`src/rtl/ptd_pkg.sv`:
```
package ptd_pkg;

    localparam int OP_W   = 2;
    localparam int PRIV_W = 2;
    localparam int CODE_W = 2;

    typedef enum logic [OP_W-1:0] {
        OP_WAIT     = 2'd0,
        OP_ATFENCE  = 2'd1,
        OP_HFENCE_V = 2'd2,
        OP_HFENCE_G = 2'd3
    } op_e;

    typedef enum logic [CODE_W-1:0] {
        OUT_PROCEED = 2'd0,
        OUT_FLUSH   = 2'd1,
        OUT_ILLEGAL = 2'd2,
        OUT_VFAULT  = 2'd3
    } outcome_e;

    typedef struct packed {
        logic     valid;
        outcome_e code;
        logic     halt;
    } result_t;

endpackage

```
`src/rtl/ptd_mode.sv`:
```
module ptd_mode
    import ptd_pkg::*;
(
    input  logic [PRIV_W-1:0] priv_i,
    input  logic              virt_i,
    input  logic              hyp_present_i,
    output logic              is_u_o,
    output logic              is_s_o,
    output logic              is_m_o,
    output logic              virt_eff_o
);
    always_comb begin
        is_u_o     = (priv_i == PRIV_W'(0));
        is_s_o     = (priv_i == PRIV_W'(1));
        is_m_o     = priv_i[PRIV_W-1];
        virt_eff_o = virt_i & hyp_present_i & ~is_m_o;
    end
endmodule

```
`src/rtl/ptd_wait.sv`:
```
module ptd_wait
    import ptd_pkg::*;
(
    input  logic     is_u_i,
    input  logic     is_s_i,
    input  logic     virt_i,
    input  logic     sup_present_i,
    input  logic     trap_wait_i,
    input  logic     virt_trap_wait_i,
    output outcome_e code_o
);
    logic tw_hit;
    logic user_bare;
    logic vf_hit;

    always_comb begin
        tw_hit    = trap_wait_i & (is_s_i | (~sup_present_i & is_u_i));
        user_bare = sup_present_i & is_u_i & ~virt_i;
        vf_hit    = virt_i & (is_u_i | (is_s_i & virt_trap_wait_i));
        if (tw_hit || user_bare) begin
            code_o = OUT_ILLEGAL;
        end else if (vf_hit) begin
            code_o = OUT_VFAULT;
        end else begin
            code_o = OUT_PROCEED;
        end
    end
endmodule

```
`src/rtl/ptd_atfence.sv`:
```
module ptd_atfence
    import ptd_pkg::*;
(
    input  logic     is_u_i,
    input  logic     is_s_i,
    input  logic     virt_i,
    input  logic     trap_vm_i,
    input  logic     virt_trap_vm_i,
    output outcome_e code_o
);
    always_comb begin
        if (is_u_i || (is_s_i && trap_vm_i)) begin
            code_o = OUT_ILLEGAL;
        end else if (virt_i && virt_trap_vm_i) begin
            code_o = OUT_VFAULT;
        end else begin
            code_o = OUT_FLUSH;
        end
    end
endmodule

```
`src/rtl/ptd_hfence.sv`:
```
module ptd_hfence
    import ptd_pkg::*;
#(
    parameter bit GUEST_PHYS = 1'b0
) (
    input  logic     is_s_i,
    input  logic     is_m_i,
    input  logic     virt_i,
    input  logic     trap_vm_i,
    output outcome_e code_o
);
    logic pre_illegal;

    generate
        if (GUEST_PHYS) begin : g_gpa
            assign pre_illegal = is_s_i & ~virt_i & trap_vm_i;
        end else begin : g_vma
            logic unused_tvm;
            assign unused_tvm  = trap_vm_i;
            assign pre_illegal = 1'b0;
        end
    endgenerate

    always_comb begin
        if (pre_illegal) begin
            code_o = OUT_ILLEGAL;
        end else if (is_s_i && virt_i) begin
            code_o = OUT_VFAULT;
        end else if (is_m_i || (is_s_i && !virt_i)) begin
            code_o = OUT_FLUSH;
        end else begin
            code_o = OUT_ILLEGAL;
        end
    end
endmodule

```
`src/rtl/priv_trap_decider.sv`:
```
module priv_trap_decider
    import ptd_pkg::*;
(
    input  logic              clk_i,
    input  logic              rst_ni,
    input  logic              req_valid_i,
    input  logic [OP_W-1:0]   req_op_i,
    input  logic [PRIV_W-1:0] priv_i,
    input  logic              virt_i,
    input  logic              sup_present_i,
    input  logic              hyp_present_i,
    input  logic              trap_wait_i,
    input  logic              trap_vm_i,
    input  logic              virt_trap_wait_i,
    input  logic              virt_trap_vm_i,
    output logic              res_valid_o,
    output logic [CODE_W-1:0] res_code_o,
    output logic              halt_o
);
    logic     is_u, is_s, is_m, virt_eff;
    outcome_e wait_code, at_code, hv_code, hg_code, sel_code;
    result_t  res_d, res_q;

    ptd_mode u_mode (
        .priv_i        (priv_i),
        .virt_i        (virt_i),
        .hyp_present_i (hyp_present_i),
        .is_u_o        (is_u),
        .is_s_o        (is_s),
        .is_m_o        (is_m),
        .virt_eff_o    (virt_eff)
    );

    ptd_wait u_wait (
        .is_u_i           (is_u),
        .is_s_i           (is_s),
        .virt_i           (virt_eff),
        .sup_present_i    (sup_present_i),
        .trap_wait_i      (trap_wait_i),
        .virt_trap_wait_i (virt_trap_wait_i),
        .code_o           (wait_code)
    );

    ptd_atfence u_atfence (
        .is_u_i         (is_u),
        .is_s_i         (is_s),
        .virt_i         (virt_eff),
        .trap_vm_i      (trap_vm_i),
        .virt_trap_vm_i (virt_trap_vm_i),
        .code_o         (at_code)
    );

    ptd_hfence #(.GUEST_PHYS(1'b0)) u_hfence_v (
        .is_s_i    (is_s),
        .is_m_i    (is_m),
        .virt_i    (virt_eff),
        .trap_vm_i (trap_vm_i),
        .code_o    (hv_code)
    );

    ptd_hfence #(.GUEST_PHYS(1'b1)) u_hfence_g (
        .is_s_i    (is_s),
        .is_m_i    (is_m),
        .virt_i    (virt_eff),
        .trap_vm_i (trap_vm_i),
        .code_o    (hg_code)
    );

    always_comb begin
        unique case (op_e'(req_op_i))
            OP_WAIT:     sel_code = wait_code;
            OP_ATFENCE:  sel_code = at_code;
            OP_HFENCE_V: sel_code = hv_code;
            OP_HFENCE_G: sel_code = hg_code;
            default:     sel_code = OUT_ILLEGAL;
        endcase

        res_d.valid = req_valid_i;
        res_d.code  = req_valid_i ? sel_code : OUT_PROCEED;
        res_d.halt  = req_valid_i && (op_e'(req_op_i) == OP_WAIT)
                      && (sel_code == OUT_PROCEED);
    end

    always_ff @(posedge clk_i) begin
        if (!rst_ni) begin
            res_q <= '{valid: 1'b0, code: OUT_PROCEED, halt: 1'b0};
        end else begin
            res_q <= res_d;
        end
    end

    assign res_valid_o = res_q.valid;
    assign res_code_o  = res_q.code;
    assign halt_o      = res_q.halt;
endmodule

```
`config.mk`:
```
export PLATFORM = sky130hd
export DESIGN_NAME = priv_trap_decider
export DESIGN_NICKNAME = d
export VERILOG_FILES = /design/src/rtl/ptd_pkg.sv /design/src/rtl/ptd_mode.sv /design/src/rtl/ptd_wait.sv /design/src/rtl/ptd_atfence.sv /design/src/rtl/ptd_hfence.sv /design/src/rtl/priv_trap_decider.sv
export SDC_FILE = /design/constraint.sdc
export NUM_CORES = 1
export LEC_CHECK = 0
export CELL_PAD_IN_SITES_DETAIL_PLACEMENT = 1
export CELL_PAD_IN_SITES_GLOBAL_PLACEMENT = 2
export CORE_MARGIN = 2
export CORE_UTILIZATION = 13
export DETAILED_ROUTE_END_ITERATION = 10
export GPL_ROUTABILITY_DRIVEN = 0
export PLACE_DENSITY = 0.65
export SLEW_MARGIN = 40
export SYNTH_ARGS = -nofsm -noshare
export SYNTH_HDL_FRONTEND = slang
export SYNTH_SLANG_ARGS = --single-unit
```
`constraint.sdc`:
```
create_clock -name clk_i -period 1.1 [get_ports clk_i]
set_input_delay 0.33 -clock clk_i [delete_from_list [all_inputs] [get_ports clk_i]]
set_output_delay 0.33 -clock clk_i [all_outputs]
set_load 0.03 [all_outputs]
```
==> results of run 1 <==
final timing paths:
path | from | slack, ns | to | cells after the start
worst min-delay path | req_op_i[1] | 0.47 | res_code_o[0]$_SDFF_PN0_ | 3
worst max-delay path | rst_ni | 0.05 | res_code_o[1]$_SDFF_PN0_ | 3
flip-flops by register name, indices dropped and copies added, names as in the netlist:
signal,cells
halt_o,1
res_code_o,2
res_valid_o,1
critical path, delay by kind of cell:
family | cells | cell delay, ns
AOI/OAI and AO/OA | 1 | 0.31
and+or+nand+nor | 1 | 0.08
buffers and inverters | 1 | 0.47
area by class of cell:
type	count	area, um^2
tap	17	21.3
fill	210	1180
clock buffer	3	22.5
inverter	1	3.75
multi-input combinational	21	200
sequential	4	80.1
timing repair buffer	23	181
synth_stat cells (all sizes together):
master	n
nor2	3
inv	1
a21oi	1
o21ai	1
a21bo	1
dfxtp	4
a31oi	1
o22ai	1
nand2	4
nor2b	2
a2111oi	2
a211oi	1
nand2b	1
nor3	1
nand3	1
o211a	1
cells in the final DEF (no fill, tap or decap), types with 2 or more instances in the layout:
cell type | netlist | routed
clkbuf_4 | 0 | 3
clkdlybuf4s50_1 | 0 | 3
nor2_1 | 3 | 2
dlygate4sd2_1 | 0 | 7
buf_2 | 0 | 2
dfxtp_1 | 4 | 4
buf_4 | 0 | 10
nand2_1 | 4 | 2
logic make-up after synthesis:
family	synth area share, %
and+or+nand+nor	27.6
DFF	35.4
buffers and inverters	1.66
AOI/OAI and AO/OA	35.4
layer usage:
| layer | routed length (um) | up-vias | global-route usage [%] | part of all wire, % |
|---|---|---|---|---|
| met2 | 382 | 14 | 14.4 | 49 |
| met4 | 46 | 0 | 8.57 | 5.9 |
| met3 | 42 | 6 | 2.38 | 5.4 |
| met1 | 306 | 141 | 9.50 | 39 |
| met5 | 0 | - | 0 | 0 |
| li1 | - | 148 | - | - |
per-stage QoR:
step	total power [mW]	setup TNS [ns]	worst slack (ns)
4_1_cts	0.476	0	0.00156
3_3_place_gp	0.289	-1.51	-0.588
6_report	0.481	0	0.0477
5_1_grt	0.509	0	0.00480
2_1_floorplan	0.203	0	0.00748
3_5_place_dp	0.289	-1.49	-0.586
power groups by stage:
stage / registers [mW] / clock network, mW / logic, mW
floorplan: 0.169 / 0 / 0.0341
global placement: 0.156 / 0 / 0.133
detailed placement: 0.156 / 0 / 0.133
CTS: 0.154 / 0.187 / 0.136
global route: 0.154 / 0.196 / 0.160
finish: 0.154 / 0.180 / 0.148
what timing repair did:
item,CTS,global route
endpoints found under the setup margin,3,2
setup buffers,0,1
gates resized for setup,24,7
pin swaps,9,7
==> impl_metrics.csv, run 1 <==
group,metric,value,unit
grt,grt_antenna_before_repair,0,
power,leakage,0.236,nW
critical_path,crit_path_top_delay_cell,"clkdlybuf4s50_1",
route,routed_wl,777,um
critical_path,crit_arrival,1.18,ns
synthesis,synth_top_area_share,35.4,%
power,seqPwrFrac,31.9,%
cts,cts_tree,"built",
synthesis,syn_nets,40,
cts,clk_pin_slew,0.04,ns
synthesis,synth_area_leader_cell,"dfxtp_1",
critical_path,critPathKind,"primary input to register",
critical_path,cp-end-kind,"register",
power,p_switching,131,uW
power,combPwrFrac,30.7,%
placement,dp_cells,65,
finish,diodes,0,
timing,fin_hold_ws,0.466,ns
placement,port_buffers,17,
finish,layout-drive-gt1-share,53.8,%
grt,grt-ovfl-total,0,
floorplan,core-area,1690,um^2
floorplan,dieWidth,45.7,um
placement,hpwl,545,um
route,ant_nets,0,
cts,cts_hold_buf,0,
critical_path,cp-start-kind,"primary input",
route,wire_per_inst,11.3,um
power,p_int,350,uW
route,dr.first_iter.drc_count,4,
grt,grt_max_degree,7,
synthesis,synthCells,26,
synthesis,synth_cell_types,16,
cts,cts_buffers,3,
timing,max_clock_freq,950,MHz
outcome,outcome,"complete, no violations",
cts,cts_buffer_depth,2,
finish,final_area,509,um^2
critical_path,max_stage_delay,0.47,ns
finish,final_nets,68,
floorplan,die-area,2090,um^2
grt,grt_pass1_vias,283,
timing,fin_crit,1.05,ns
power,ir_worst_vdd,0.194,mV
timing,slew_viol_final,0,
timing,rsz0062_at_grt,"no",
finish,final_util,30.1,%
power,power_density,945,nW/um^2
grt,grt_usage,9.05,%
finish,areaGrowthSynthToFinish,125,%
critical_path,required,1.23,ns
timing,tightest_slew,0.240,ns
synthesis,ys_top_cells_by_area,"dfxtp_1 (35%), a2111oi_2 (13%), nand2_1 (6.6%)",
timing,setup_viol,0,
floorplan,row_count,15,
cts,cts.sinks,4,
synthesis,yosys_warnings,0,
timing,slew_headroom,84.0,%
floorplan,die_y,45.7,um
route,drcViolationCount,0,
timing,post-route-period-util,95.7,%
power,swShare,27.2,%
grt,grt_pass1_wl,1.28,mm
synthesis,syn_area_per_cell,8.71,um^2
worst_hold_path,holdCritPathClass,"primary input to register",
timing,hold_violations,0,
route,routed_via_density,4.48,
synthesis,syn-cell-area,226,um^2
cts,cts_root_buf,"clkbuf_4",
synthesis,ys_seq_elements,4,
synthesis,yosysSeqAreaShare,35.4,%
finish,fin_cells,69,
cts,ctsHtreeMaxLevel,1,
power,pwr-share-clk,37.4,%
route,drt_pass1_iterations,2,
placement,placed_area,445,um^2
route,route.vias.total,309,
critical_path,crit_fanout,3,
floorplan,boundaryPins,18,
job,timing.max_cap.violations,0,
floorplan,start_util,13.4,%
critical_path,crit_chain,"clkdlybuf4s50_1 > nand2_2 > a2111oi_2",
Note: power is estimated with default switching activity, not from simulation.
==> inputs of run 2 (changes only) <==
- REMOVE_ABC_BUFFERS: not set -> 1
==> results of run 2 <==
The final DEF is identical to that of run 1; final timing and power are the same.
